[src/rtl/pwmdec_pkg.sv]
package pwmdec_pkg;

  // Strobes from the cycle controller to the datapath
  typedef struct packed {
    logic cycleEdge;  // a SYNC edge was seen this clock
    logic load;       // capture closed-cycle counts, start the divide
    logic step;       // one divider iteration
    logic emit;       // register the finished result
    logic dropHist;   // forget the averaging history
  } pwmdec_strb_t;

endpackage

[src/rtl/pwmdec_sync.sv]
module pwmdec_sync #(
  parameter int WIDTH  = 2,
  parameter int STAGES = 2
) (
  input  logic             clk,
  input  logic             rstN,
  input  logic [WIDTH-1:0] din,
  output logic [WIDTH-1:0] dout
);

  logic [WIDTH-1:0] stage [STAGES];

  for (genvar g = 0; g < STAGES; g++) begin : g_stage
    if (g == 0) begin : g_first
      always_ff @(posedge clk or negedge rstN) begin
        if (!rstN) stage[g] <= '0;
        else       stage[g] <= din;
      end
    end else begin : g_next
      always_ff @(posedge clk or negedge rstN) begin
        if (!rstN) stage[g] <= '0;
        else       stage[g] <= stage[g-1];
      end
    end
  end

  assign dout = stage[STAGES-1];

endmodule

[src/rtl/pwmdec_ctrl.sv]
module pwmdec_ctrl
  import pwmdec_pkg::*;
#(
  parameter int CNT_W = 16,
  parameter int STEPS = 35
) (
  input  logic             clk,
  input  logic             rstN,
  input  logic             syncS,
  input  logic [CNT_W-1:0] timeoutLimit,
  output pwmdec_strb_t     strb,
  output logic [CNT_W-1:0] periodCnt,
  output logic             prevLevel,
  output logic             lossOfSync
);

  localparam int STEP_W = $clog2(STEPS + 1);
  localparam logic [STEP_W-1:0] LAST_STEP = STEP_W'(STEPS - 1);

  typedef enum logic [1:0] {ST_IDLE, ST_DIV, ST_EMIT} state_t;

  state_t            state;
  logic              syncPrev;
  logic              armed;
  logic              syncEdge;
  logic              closeOk;
  logic [STEP_W-1:0] stepCnt;

  assign syncEdge  = syncS ^ syncPrev;
  assign closeOk   = syncEdge & armed & ~lossOfSync;
  assign prevLevel = syncPrev;

  // Cycle length counter and sync watchdog
  always_ff @(posedge clk or negedge rstN) begin
    if (!rstN) begin
      syncPrev   <= 1'b0;
      periodCnt  <= '0;
      armed      <= 1'b0;
      lossOfSync <= 1'b0;
    end else begin
      syncPrev <= syncS;
      if (syncEdge) begin
        periodCnt  <= CNT_W'(1);
        armed      <= 1'b1;
        lossOfSync <= 1'b0;
      end else if (periodCnt >= timeoutLimit) begin
        armed      <= 1'b0;
        lossOfSync <= 1'b1;
      end else begin
        periodCnt <= periodCnt + CNT_W'(1);
      end
    end
  end

  // Conversion sequencer
  always_ff @(posedge clk or negedge rstN) begin
    if (!rstN) begin
      state   <= ST_IDLE;
      stepCnt <= '0;
    end else begin
      unique case (state)
        ST_IDLE: if (closeOk) begin
          state   <= ST_DIV;
          stepCnt <= '0;
        end
        ST_DIV: begin
          stepCnt <= stepCnt + STEP_W'(1);
          if (stepCnt == LAST_STEP) state <= ST_EMIT;
        end
        default: state <= ST_IDLE;
      endcase
    end
  end

  always_comb begin
    strb.cycleEdge = syncEdge;
    strb.load      = closeOk && (state == ST_IDLE);
    strb.step      = (state == ST_DIV);
    strb.emit      = (state == ST_EMIT) && !lossOfSync;
    strb.dropHist  = lossOfSync;
  end

endmodule

[src/rtl/pwmdec_dp.sv]
module pwmdec_dp
  import pwmdec_pkg::*;
#(
  parameter int CNT_W = 16,
  parameter int OUT_W = 16
) (
  input  logic             clk,
  input  logic             rstN,
  input  logic             pwmS,
  input  pwmdec_strb_t     strb,
  input  logic [CNT_W-1:0] periodIn,
  input  logic             prevLevel,
  input  logic [OUT_W-1:0] offsetHigh,
  input  logic [OUT_W-1:0] offsetLow,
  input  logic             avgEn,
  output logic [OUT_W-1:0] sampleOut,
  output logic             sampleValid,
  output logic             chanTag,
  output logic             rangeErr
);

  localparam int MW    = CNT_W + 5;              // room for 25*K
  localparam int MAG_W = CNT_W + 4;              // room for 10*K
  localparam int NUM_W = MAG_W + OUT_W - 1;      // magnitude * 2^(OUT_W-1)
  localparam int Q_W   = OUT_W + 3;              // quotient reaches 8 * 2^(OUT_W-1)
  localparam int D_W   = Q_W + 2;
  localparam logic signed [D_W-1:0] POS_LIM = D_W'((1 << (OUT_W - 1)) - 1);
  localparam logic signed [D_W-1:0] NEG_LIM = -POS_LIM - D_W'(1);

  logic [CNT_W-1:0] offCnt;
  logic [CNT_W-1:0] denReg;
  logic [CNT_W-1:0] remReg;
  logic [NUM_W-1:0] quoReg;
  logic             negReg, lowReg, highReg, tagReg;
  logic [OUT_W-1:0] prevVal;
  logic             prevValid;

  // Off-time counter, restarted by every SYNC edge
  always_ff @(posedge clk or negedge rstN) begin
    if (!rstN)               offCnt <= '0;
    else if (strb.cycleEdge) offCnt <= CNT_W'(pwmS);
    else                     offCnt <= offCnt + CNT_W'(pwmS);
  end

  // Numerator and range classification of the closed cycle
  logic [MW-1:0] perExt, offExt, twoP, eightP, tenK, quarterK;
  logic          negNow;
  logic [MW-1:0] magNow;

  always_comb begin
    perExt   = MW'(periodIn);
    offExt   = MW'(offCnt);
    twoP     = perExt << 1;
    eightP   = perExt << 3;
    tenK     = (offExt << 3) + (offExt << 1);
    quarterK = (offExt << 4) + (offExt << 3) + offExt;
    negNow   = tenK > twoP;
    magNow   = negNow ? (tenK - twoP) : (twoP - tenK);
  end

  // Restoring divider, one quotient bit per step
  logic [CNT_W:0] remShift;
  assign remShift = {remReg, quoReg[NUM_W-1]};

  always_ff @(posedge clk or negedge rstN) begin
    if (!rstN) begin
      denReg  <= '0;
      remReg  <= '0;
      quoReg  <= '0;
      negReg  <= 1'b0;
      lowReg  <= 1'b0;
      highReg <= 1'b0;
      tagReg  <= 1'b0;
    end else if (strb.load) begin
      denReg  <= periodIn;
      remReg  <= '0;
      quoReg  <= {magNow[MAG_W-1:0], {(OUT_W-1){1'b0}}};
      negReg  <= negNow;
      lowReg  <= quarterK < twoP;
      highReg <= quarterK > eightP;
      tagReg  <= prevLevel;
    end else if (strb.step) begin
      if (remShift >= {1'b0, denReg}) begin
        remReg <= CNT_W'(remShift - {1'b0, denReg});
        quoReg <= {quoReg[NUM_W-2:0], 1'b1};
      end else begin
        remReg <= remShift[CNT_W-1:0];
        quoReg <= {quoReg[NUM_W-2:0], 1'b0};
      end
    end
  end

  // Sign, channel offset, saturation, range override, averaging
  logic [Q_W-1:0]          qMag;
  logic signed [Q_W:0]     rawVal;
  logic [OUT_W-1:0]        offSel;
  logic signed [D_W-1:0]   diff;
  logic [OUT_W-1:0]        corr;
  logic [OUT_W-1:0]        avgBase;
  logic signed [OUT_W:0]   pairSum;
  logic [OUT_W-1:0]        outVal;

  always_comb begin
    qMag    = quoReg[Q_W-1:0];
    rawVal  = negReg ? -$signed({1'b0, qMag}) : $signed({1'b0, qMag});
    offSel  = tagReg ? offsetHigh : offsetLow;
    diff    = $signed({rawVal[Q_W], rawVal})
            - $signed({{(D_W-OUT_W){offSel[OUT_W-1]}}, offSel});
    if (lowReg)              corr = {1'b0, {(OUT_W-1){1'b1}}};
    else if (highReg)        corr = {1'b1, {(OUT_W-1){1'b0}}};
    else if (diff > POS_LIM) corr = {1'b0, {(OUT_W-1){1'b1}}};
    else if (diff < NEG_LIM) corr = {1'b1, {(OUT_W-1){1'b0}}};
    else                     corr = diff[OUT_W-1:0];
    avgBase = prevValid ? prevVal : corr;
    pairSum = $signed({corr[OUT_W-1], corr}) + $signed({avgBase[OUT_W-1], avgBase});
    outVal  = avgEn ? pairSum[OUT_W:1] : corr;
  end

  always_ff @(posedge clk or negedge rstN) begin
    if (!rstN) begin
      sampleOut   <= '0;
      sampleValid <= 1'b0;
      chanTag     <= 1'b0;
      rangeErr    <= 1'b0;
      prevVal     <= '0;
      prevValid   <= 1'b0;
    end else begin
      sampleValid <= strb.emit;
      if (strb.emit) begin
        sampleOut <= outVal;
        chanTag   <= tagReg;
        rangeErr  <= lowReg | highReg;
        prevVal   <= corr;
        prevValid <= 1'b1;
      end else if (strb.dropHist) begin
        prevValid <= 1'b0;
      end
    end
  end

endmodule

[src/rtl/pwmdec.sv]
module pwmdec
  import pwmdec_pkg::*;
#(
  parameter int CNT_W       = 16,
  parameter int OUT_W       = 16,
  parameter int SYNC_STAGES = 2
) (
  input  logic             clk,
  input  logic             rstN,
  input  logic             syncIn,
  input  logic             pwmIn,
  input  logic [OUT_W-1:0] offsetHigh,
  input  logic [OUT_W-1:0] offsetLow,
  input  logic             avgEn,
  input  logic [CNT_W-1:0] timeoutLimit,
  output logic [OUT_W-1:0] sampleOut,
  output logic             sampleValid,
  output logic             chanTag,
  output logic             rangeErr,
  output logic             lossOfSync
);

  localparam int DIV_STEPS = CNT_W + 4 + OUT_W - 1;

  logic [1:0]       synced;
  pwmdec_strb_t     strb;
  logic [CNT_W-1:0] periodCnt;
  logic             prevLevel;

  pwmdec_sync #(.WIDTH(2), .STAGES(SYNC_STAGES)) i_sync (
    .clk  (clk),
    .rstN (rstN),
    .din  ({syncIn, pwmIn}),
    .dout (synced)
  );

  pwmdec_ctrl #(.CNT_W(CNT_W), .STEPS(DIV_STEPS)) i_ctrl (
    .clk          (clk),
    .rstN         (rstN),
    .syncS        (synced[1]),
    .timeoutLimit (timeoutLimit),
    .strb         (strb),
    .periodCnt    (periodCnt),
    .prevLevel    (prevLevel),
    .lossOfSync   (lossOfSync)
  );

  pwmdec_dp #(.CNT_W(CNT_W), .OUT_W(OUT_W)) i_dp (
    .clk         (clk),
    .rstN        (rstN),
    .pwmS        (synced[0]),
    .strb        (strb),
    .periodIn    (periodCnt),
    .prevLevel   (prevLevel),
    .offsetHigh  (offsetHigh),
    .offsetLow   (offsetLow),
    .avgEn       (avgEn),
    .sampleOut   (sampleOut),
    .sampleValid (sampleValid),
    .chanTag     (chanTag),
    .rangeErr    (rangeErr)
  );

endmodule

[config.mk]
export PLATFORM = sky130hd
export DESIGN_NAME = pwmdec
export DESIGN_NICKNAME = d
export VERILOG_FILES = /design/src/rtl/pwmdec_pkg.sv /design/src/rtl/pwmdec_sync.sv /design/src/rtl/pwmdec_ctrl.sv /design/src/rtl/pwmdec_dp.sv /design/src/rtl/pwmdec.sv
export SDC_FILE = /design/constraint.sdc
export NUM_CORES = 1
export LEC_CHECK = 0
export ABC_AREA = 1
export BUFFER_PORTS_ARGS = -buffer_cell sky130_fd_sc_hd__buf_2
export CAP_MARGIN = 10
export CORE_MARGIN = 5
export CORE_UTILIZATION = 60
export DETAILED_ROUTE_END_ITERATION = 16
export MAX_ROUTING_LAYER = met4
export PLACE_DENSITY = 0.78
export SYNTH_ARGS = -nofsm -noshare
export SYNTH_HDL_FRONTEND = slang
export SYNTH_SLANG_ARGS = --single-unit
[constraint.sdc]
create_clock -name clk -period 7.63 [get_ports clk]
set_input_delay 1.9075 -clock clk [delete_from_list [all_inputs] [get_ports clk]]
set_output_delay 1.9075 -clock clk [all_outputs]
set_load 0.02 [all_outputs]
# ---- After elaboration in Yosys (flattened, before gate mapping)
# Index checks and enable logic that the tools add are counted.
dict set report totals {
  inputBits 53
  word_cells 91
  reg_bits 154
  out_inout_bits 20
}
dict set report op_classes {
  reduce_logical 10
  mux 29
  n_bitwise 5
  n_lt_le_gt_ge 7
  eq_ne 6
  n_addsub 12
}
# cell n
set op_table {}
lappend op_table {{$mux 16} 13}
lappend op_table {{$mux 35} 2}
lappend op_table {{$mux 20} 2}
lappend op_table {{$add 20x19->21} 1}
lappend op_table {{$add 21x16->21} 1}
lappend op_table {{$gt 21x16->1 const B} 1}
lappend op_table {{$gt 21x17->1} 1}
lappend op_table {{$gt 21x19->1} 1}
lappend op_table {{$lt 21x16->1 const B} 1}
lappend op_table {{$lt 21x17->1} 1}
lappend op_table {{$sub 20x16->21} 1}
lappend op_table {{$add 19x17->20} 1}
lappend op_table {{$neg 19->20} 1}
lappend op_table {{$sub 17x20->20} 1}
lappend op_table {{$sub 20x17->20} 1}
lappend op_table {{$add 16x16->17} 1}
lappend op_table {{$ge 17x16->1} 1}
lappend op_table {{$add 16x1->16} 1}
lappend op_table {{$add 16x1->16 const B} 1}
lappend op_table {{$ge 16x16->1} 1}
lappend op_table {{$sub 16x16->16} 1}
lappend op_table {{$pmux 6 s2} 1}
lappend op_table {{$reduce_bool 2->1} 4}
lappend op_table {{$mux 1} 7}
lappend op_table {{other kinds (17)} 22}

# ---- Depth between registers and ports, before layout
dict set report depth {
  ltp_word 11
  mapped_depth 43
}

# ---- Modules after synthesis
# From an unflattened synthesis, not the netlist that was laid out.
dict set report unflattened {
  hier_cells 2105
  area_unflattened_um2 15044.4
}
# mod cells_per_inst area_per_inst_um2 instances seq_area_each_um2
set by_module_without_submodules {}
lappend by_module_without_submodules {pwmdec_dp 1826 12868.6 1 3078.0}
lappend by_module_without_submodules {pwmdec_ctrl 273 2060.7 1 675.6}
lappend by_module_without_submodules {pwmdec_sync 6 115.1 1 100.1}

# ---- Worst setup path after synthesis
# Ideal clock, no wire load.
dict set report synth_timing {
  kind {input to register}
  startpoint {in offsetHigh[1]}
  endpoint {reg i_dp.sampleOut[15]}
  n_path_buf 1
  t_required_ns 7.548
  slack_ns 1.308
  stages 34
  t_arrival_ns 6.240
  cell_sequence {or2_2 > o21ai_0 > inv_1 > fa_1 > nor2_4 > nor2_2 > o21ai_2 > nand2_2 > nand2_2 > nand2_1 > nand2_2 > xor2_2 > inv_1 > nand2_2 > buf_2 > nand2_1 > nand3_1 > nand2_1 > nand2_1 > o21ai_0 > fa_1 > a21oi_1 > o21bai_1 > nand4_1 > nand2_1 > nand2_1 > nand2_1 > a21oi_1 > o21ai_0 > a21boi_0 > nor2_1 > o31ai_1 > o211ai_1 > a31oi_1}
}
dict set report synth_between {
  elab_chain_cells 10
  word_cells_on_any_way 11
}
# item line_no
set synth_rtl {}
lappend synth_rtl {{start: declaration} pwmdec.sv:12} ;# input logic [OUT_W-1:0] offsetHigh,
lappend synth_rtl {{$mux 16 (*)} pwmdec_dp.sv:106} ;# offSel = tagReg ? offsetHigh : offsetLow;
lappend synth_rtl {{$sub 20x16->21 (*)} pwmdec_dp.sv:108} ;# - $signed({{(D_W-OUT_W){offSel[OUT_W-1]}}, offSel});
lappend synth_rtl {{$lt 21x16->1} pwmdec_dp.sv:112} ;# else if (diff < NEG_LIM) corr = {1'b1, {(OUT_W-1){1'b0}}};
lappend synth_rtl {{$mux 16} pwmdec_dp.sv:112}
lappend synth_rtl {{$mux 16 (*)} pwmdec_dp.sv:111} ;# else if (diff > POS_LIM) corr = {1'b0, {(OUT_W-1){1'b1}}};
lappend synth_rtl {{$mux 16 (*)} pwmdec_dp.sv:110} ;# else if (highReg) corr = {1'b1, {(OUT_W-1){1'b0}}};
lappend synth_rtl {{$mux 16 (*)} pwmdec_dp.sv:109} ;# if (lowReg) corr = {1'b0, {(OUT_W-1){1'b1}}};
lappend synth_rtl {{net i_dp.corr[1]} pwmdec_dp.sv:98} ;# logic [OUT_W-1:0] corr;
lappend synth_rtl {{$mux 16} pwmdec_dp.sv:114} ;# avgBase = prevValid ? prevVal : corr;
lappend synth_rtl {{$add 16x16->17 (*)} pwmdec_dp.sv:115} ;# pairSum = $signed({corr[OUT_W-1], corr}) + $signed({avgBase[OUT_W-1], avgBase});
lappend synth_rtl {{$mux 16 (*)} pwmdec_dp.sv:116} ;# outVal = avgEn ? pairSum[OUT_W:1] : corr;
lappend synth_rtl {{end signal: assignment} pwmdec_dp.sv:130} ;# sampleOut <= outVal;
lappend synth_rtl {{end: declaration} pwmdec_dp.sv:16} ;# output logic [OUT_W-1:0] sampleOut,
# Mark *: on every way through the listed nets, which the timed path passes. The rest lies on a longest branch.
# A chain may end at the register's enable or synchronous reset.

# ---- Worst setup path after layout
dict set report layout_timing {
  startpoint {reg i_dp.quoReg[0]}
  endpoint {reg i_dp.sampleOut[15]}
}
dict set report layout_between {
  elab_chain_cells 11
  word_cells_on_any_way 12
}
# item line_no
set layout_rtl {}
lappend layout_rtl {{start: declaration} pwmdec_dp.sv:33} ;# logic [NUM_W-1:0] quoReg;
lappend layout_rtl {{start signal: assignment} pwmdec_dp.sv:77} ;# quoReg <= {magNow[MAG_W-1:0], {(OUT_W-1){1'b0}}};
lappend layout_rtl {{start signal: assignment} pwmdec_dp.sv:85} ;# quoReg <= {quoReg[NUM_W-2:0], 1'b1};
lappend layout_rtl {{start signal: assignment} pwmdec_dp.sv:88} ;# quoReg <= {quoReg[NUM_W-2:0], 1'b0};
lappend layout_rtl {{$neg 19->20} pwmdec_dp.sv:105} ;# rawVal = negReg ? -$signed({1'b0, qMag}) : $signed({1'b0, qMag});
lappend layout_rtl {{$mux 20 (*)} pwmdec_dp.sv:105}
lappend layout_rtl {{$sub 20x16->21 (*)} pwmdec_dp.sv:108}
lappend layout_rtl {{$lt 21x16->1} pwmdec_dp.sv:112}
lappend layout_rtl {{$mux 16} pwmdec_dp.sv:112}
lappend layout_rtl {{$mux 16 (*)} pwmdec_dp.sv:111}
lappend layout_rtl {{$mux 16 (*)} pwmdec_dp.sv:110}
lappend layout_rtl {{$mux 16 (*)} pwmdec_dp.sv:109}
lappend layout_rtl {{net i_dp.corr[1]} pwmdec_dp.sv:98}
lappend layout_rtl {{$mux 16} pwmdec_dp.sv:114}
lappend layout_rtl {{$add 16x16->17 (*)} pwmdec_dp.sv:115}
lappend layout_rtl {{$mux 16 (*)} pwmdec_dp.sv:116}
# Marked as above.

==> impl_metrics.toml <==
[critical_path]
start_kind = "flop"
crit_type = "reg -> reg"
cp_common_cell = "nand2_1"
arrival_ns = 7.16
critPathMaxFanout = 15
required_ns = 8.00
critPathMaxStageDelay_ns = 0.48
cp_slowest_cell = "fa_1"
critPathCaptureType = "flop"

[cells_and_area]
synthToLayoutAreaGrowth_pct = 8.33
n_antenna_cell = 0
n_fill_cell = 2152
postLayoutCellArea_um2 = 15800
drive_above_1_share_pct = 7.67
final_cells = 2397
num-nets-final = 2315

[yosys]
yosys.area_share.simple_pct = 20.4
seq_area_frac_synth_pct = 26.4
yosysMostFrequentCell = "nand2_1"
synthArstFlopShare_pct = 100
syn_area_per_cell_um2 = 7.25
ys_ff_latch = 154
yosys_warnings = 0
synth_mux_area_share_pct = 0.959
synth_edf_count = 0
synth_top_family_by_area = "simple AND/OR/NAND/NOR gates"
synth.distinct_cells = 64
yosys.area_share.xor_xnor_pct = 6.46
synth-compound-area-share_pct = 18.5
synth_ff_type = "dfrtp_1"
netlist_area_um2 = 14600
synthesis.instances = 2015
synth_top_area_share_pct = 26.4
synth_top_cells_by_count = "nand2_1, inv_1, o21ai_0"
synth_nets = 2270
synth.area.top_cells = "dfrtp_1, ha_1, nand2_1"
synth_top_area_cell = "dfrtp_1"
synthAdderAreaFrac_pct = 18.3

[global_route]
grt_pass1_wl_mm = 64.0
grt_pass1_vias = 13000
grtUsageTotal_pct = 28.5
antenna_found_initial = 0
grt_max_degree = 66
grt-ovfl-total = 0

[clocking]
postCtsSetupBuffers = 0
numCtsBuffers = 17
ctsHoldBuffers = 0
clock_sinks = 154
root_buffer = "clkbuf_16"
insertion_delay_ns = 0.45
cts_resized = 0
path_clk_slew_ns = 0.08
cts_tree = "yes"
h-tree-depth = 4
cts.path.max_buffers = 2

[sta]
max_clock_freq_mhz = 147
min_period_over_period_pct = 88.9
hold_viol = 0
fin_crit_ns = 6.79
setup_viol = 0
grt_setup_unrepaired = "false"
relSlewSlack_pct = 30.4
drv_slew = 0
max_slew.worst_pin.slew_ns = 1.04
skew_ns = 0.0204
hold_ws_ns = 0.360
tns_ns = 0

[detailed_routing]
wl_per_cell_um = 15.8
ant_nets = 0
drcViolationCount = 0
detail_route.first_pass.iterations = 6
first_iter_violations = 928
detail_route.vias_per_cell = 5.54
vias = 13300
wl_mm = 37.9

[floorplan]
core_um2 = 24200
start_util_pct = 60.4
row_count = 57
die_width_um = 166
ioPinCount = 73
die_h_um = 166
die_area_um2 = 27600

[pwr]
ir_drop_mv = 0.310
power_density_nw_per_um2 = 471
p_leak_nw = 8.37

[placement]
hpwlAfterDp_mm = 29.5
placed_cells = 2365
portBuffers = 72
placed_area_um2 = 15200
gp_congestion = 0.984

[run_status]
status = "finished, final reports clean"

[min_path]
hp-class = "reg -> reg"

[job]
cap_violations = 0
-- report_power, final --
part           internal (mW)  switching, mW
Clock                  0.441          0.416
Sequential              1.04          0.195
Combinational           1.98           3.39
-- cell type report --
class	count	area [um2]	share of cell area, %
clock buffer	17	425	2.69
sequential	154	3850	24.3
multi-input combinational	1516	9450	59.7
tap	324	405	2.56
timing repair buffer	79	419	2.65
clock inverter	15	179	1.13
inverter	292	1100	6.92
-- sequential cells by signal, indices dropped and copies added (netlist names), 2 cells and up --
signal and count:
i_dp.sampleOut 16, i_dp.denReg 16, i_dp.prevVal 16, i_dp.quoReg 35
i_sync.dout 2, i_sync.stage 2, i_dp.offCnt 16, i_ctrl.stepCnt 6
i_dp.remReg 16, i_ctrl.state 2, i_ctrl.periodCnt 16
-- worst max-delay path, delay by kind of cell, from the launching register on --
family / cells / cell delay, ns
compound gates: 11 / 1.97
xor+xnor: 1 / 0.10
fa+ha+maj: 3 / 1.06
buf+inv: 3 / 0.29
flops: 1 / 0.38
simple gates: 22 / 2.89
-- through the flow --
stage	utilization [%]	setup WS, ns	power, mW
after floorplan	-	1.31	5.43
after global placement	63.0	0.905	6.41
after detailed placement	63.0	0.662	6.52
after CTS	65.5	0.856	7.42
after global routing	65.5	0.143	8.30
final	65.5	0.844	7.45
-- layout by cell type, fill, tap and decap left out, types with 9 or more instances in the layout --
master and instances:
a211oi_1 10, a21o_1 9, a21oi_1 171, a31oi_1 13, buf_2 71, clkbuf_16 17, dfrtp_1 154, fa_1 19
ha_1 183, inv_1 284, mux2i_1 14, nand2_1 454, nand2_2 12, nand3_1 57, nand4_1 17, nor2_1 119
nor3_1 26, o21ai_0 184, o21ai_1 18, o21bai_1 10, o22ai_1 18, xnor2_1 25, xor2_1 78
-- routing by layer --
layer / global-route usage [%] / vias to the layer above / wire [um]
met5: - / - / 0
met4: 9.00 / 0 / 1150
met3: 4.07 / 67 / 1690
met2: 48.8 / 318 / 18600
met1: 35.1 / 6155 / 16500
li1: - / 6728 / -
-- cell families (layout without fill, tap and decap cells) --
| kind of cell | count (synthesis) | after routing |
|---|---|---|
| multiplexers | 14 | 14 |
| AO/OA/AOI/OAI | 481 | 481 |
| buffers and inverters | 345 | 403 |
| AND/OR/NAND/NOR | 713 | 713 |
| XOR/XNOR | 106 | 106 |
| adder cells (fa/ha/maj) | 202 | 202 |
| flip-flops | 154 | 154 |
-- worst paths after layout --
check,startpoint,to,slack (ns),depth (start not counted)
max in group asynchronous,rstN,i_dp.offCnt[12],5.16,2
hold / removal,i_sync.stage[2],i_sync.dout[0],0.36,0
hold reg to reg,i_sync.stage[2],i_sync.dout[0],0.36,0
setup reg to reg,i_dp.quoReg[0],i_dp.sampleOut[15],0.84,40
min in group asynchronous,rstN,i_dp.quoReg[4],1.43,1
setup / recovery,i_dp.quoReg[0],i_dp.sampleOut[15],0.84,40
Note: power is estimated with default switching activity, not from simulation.
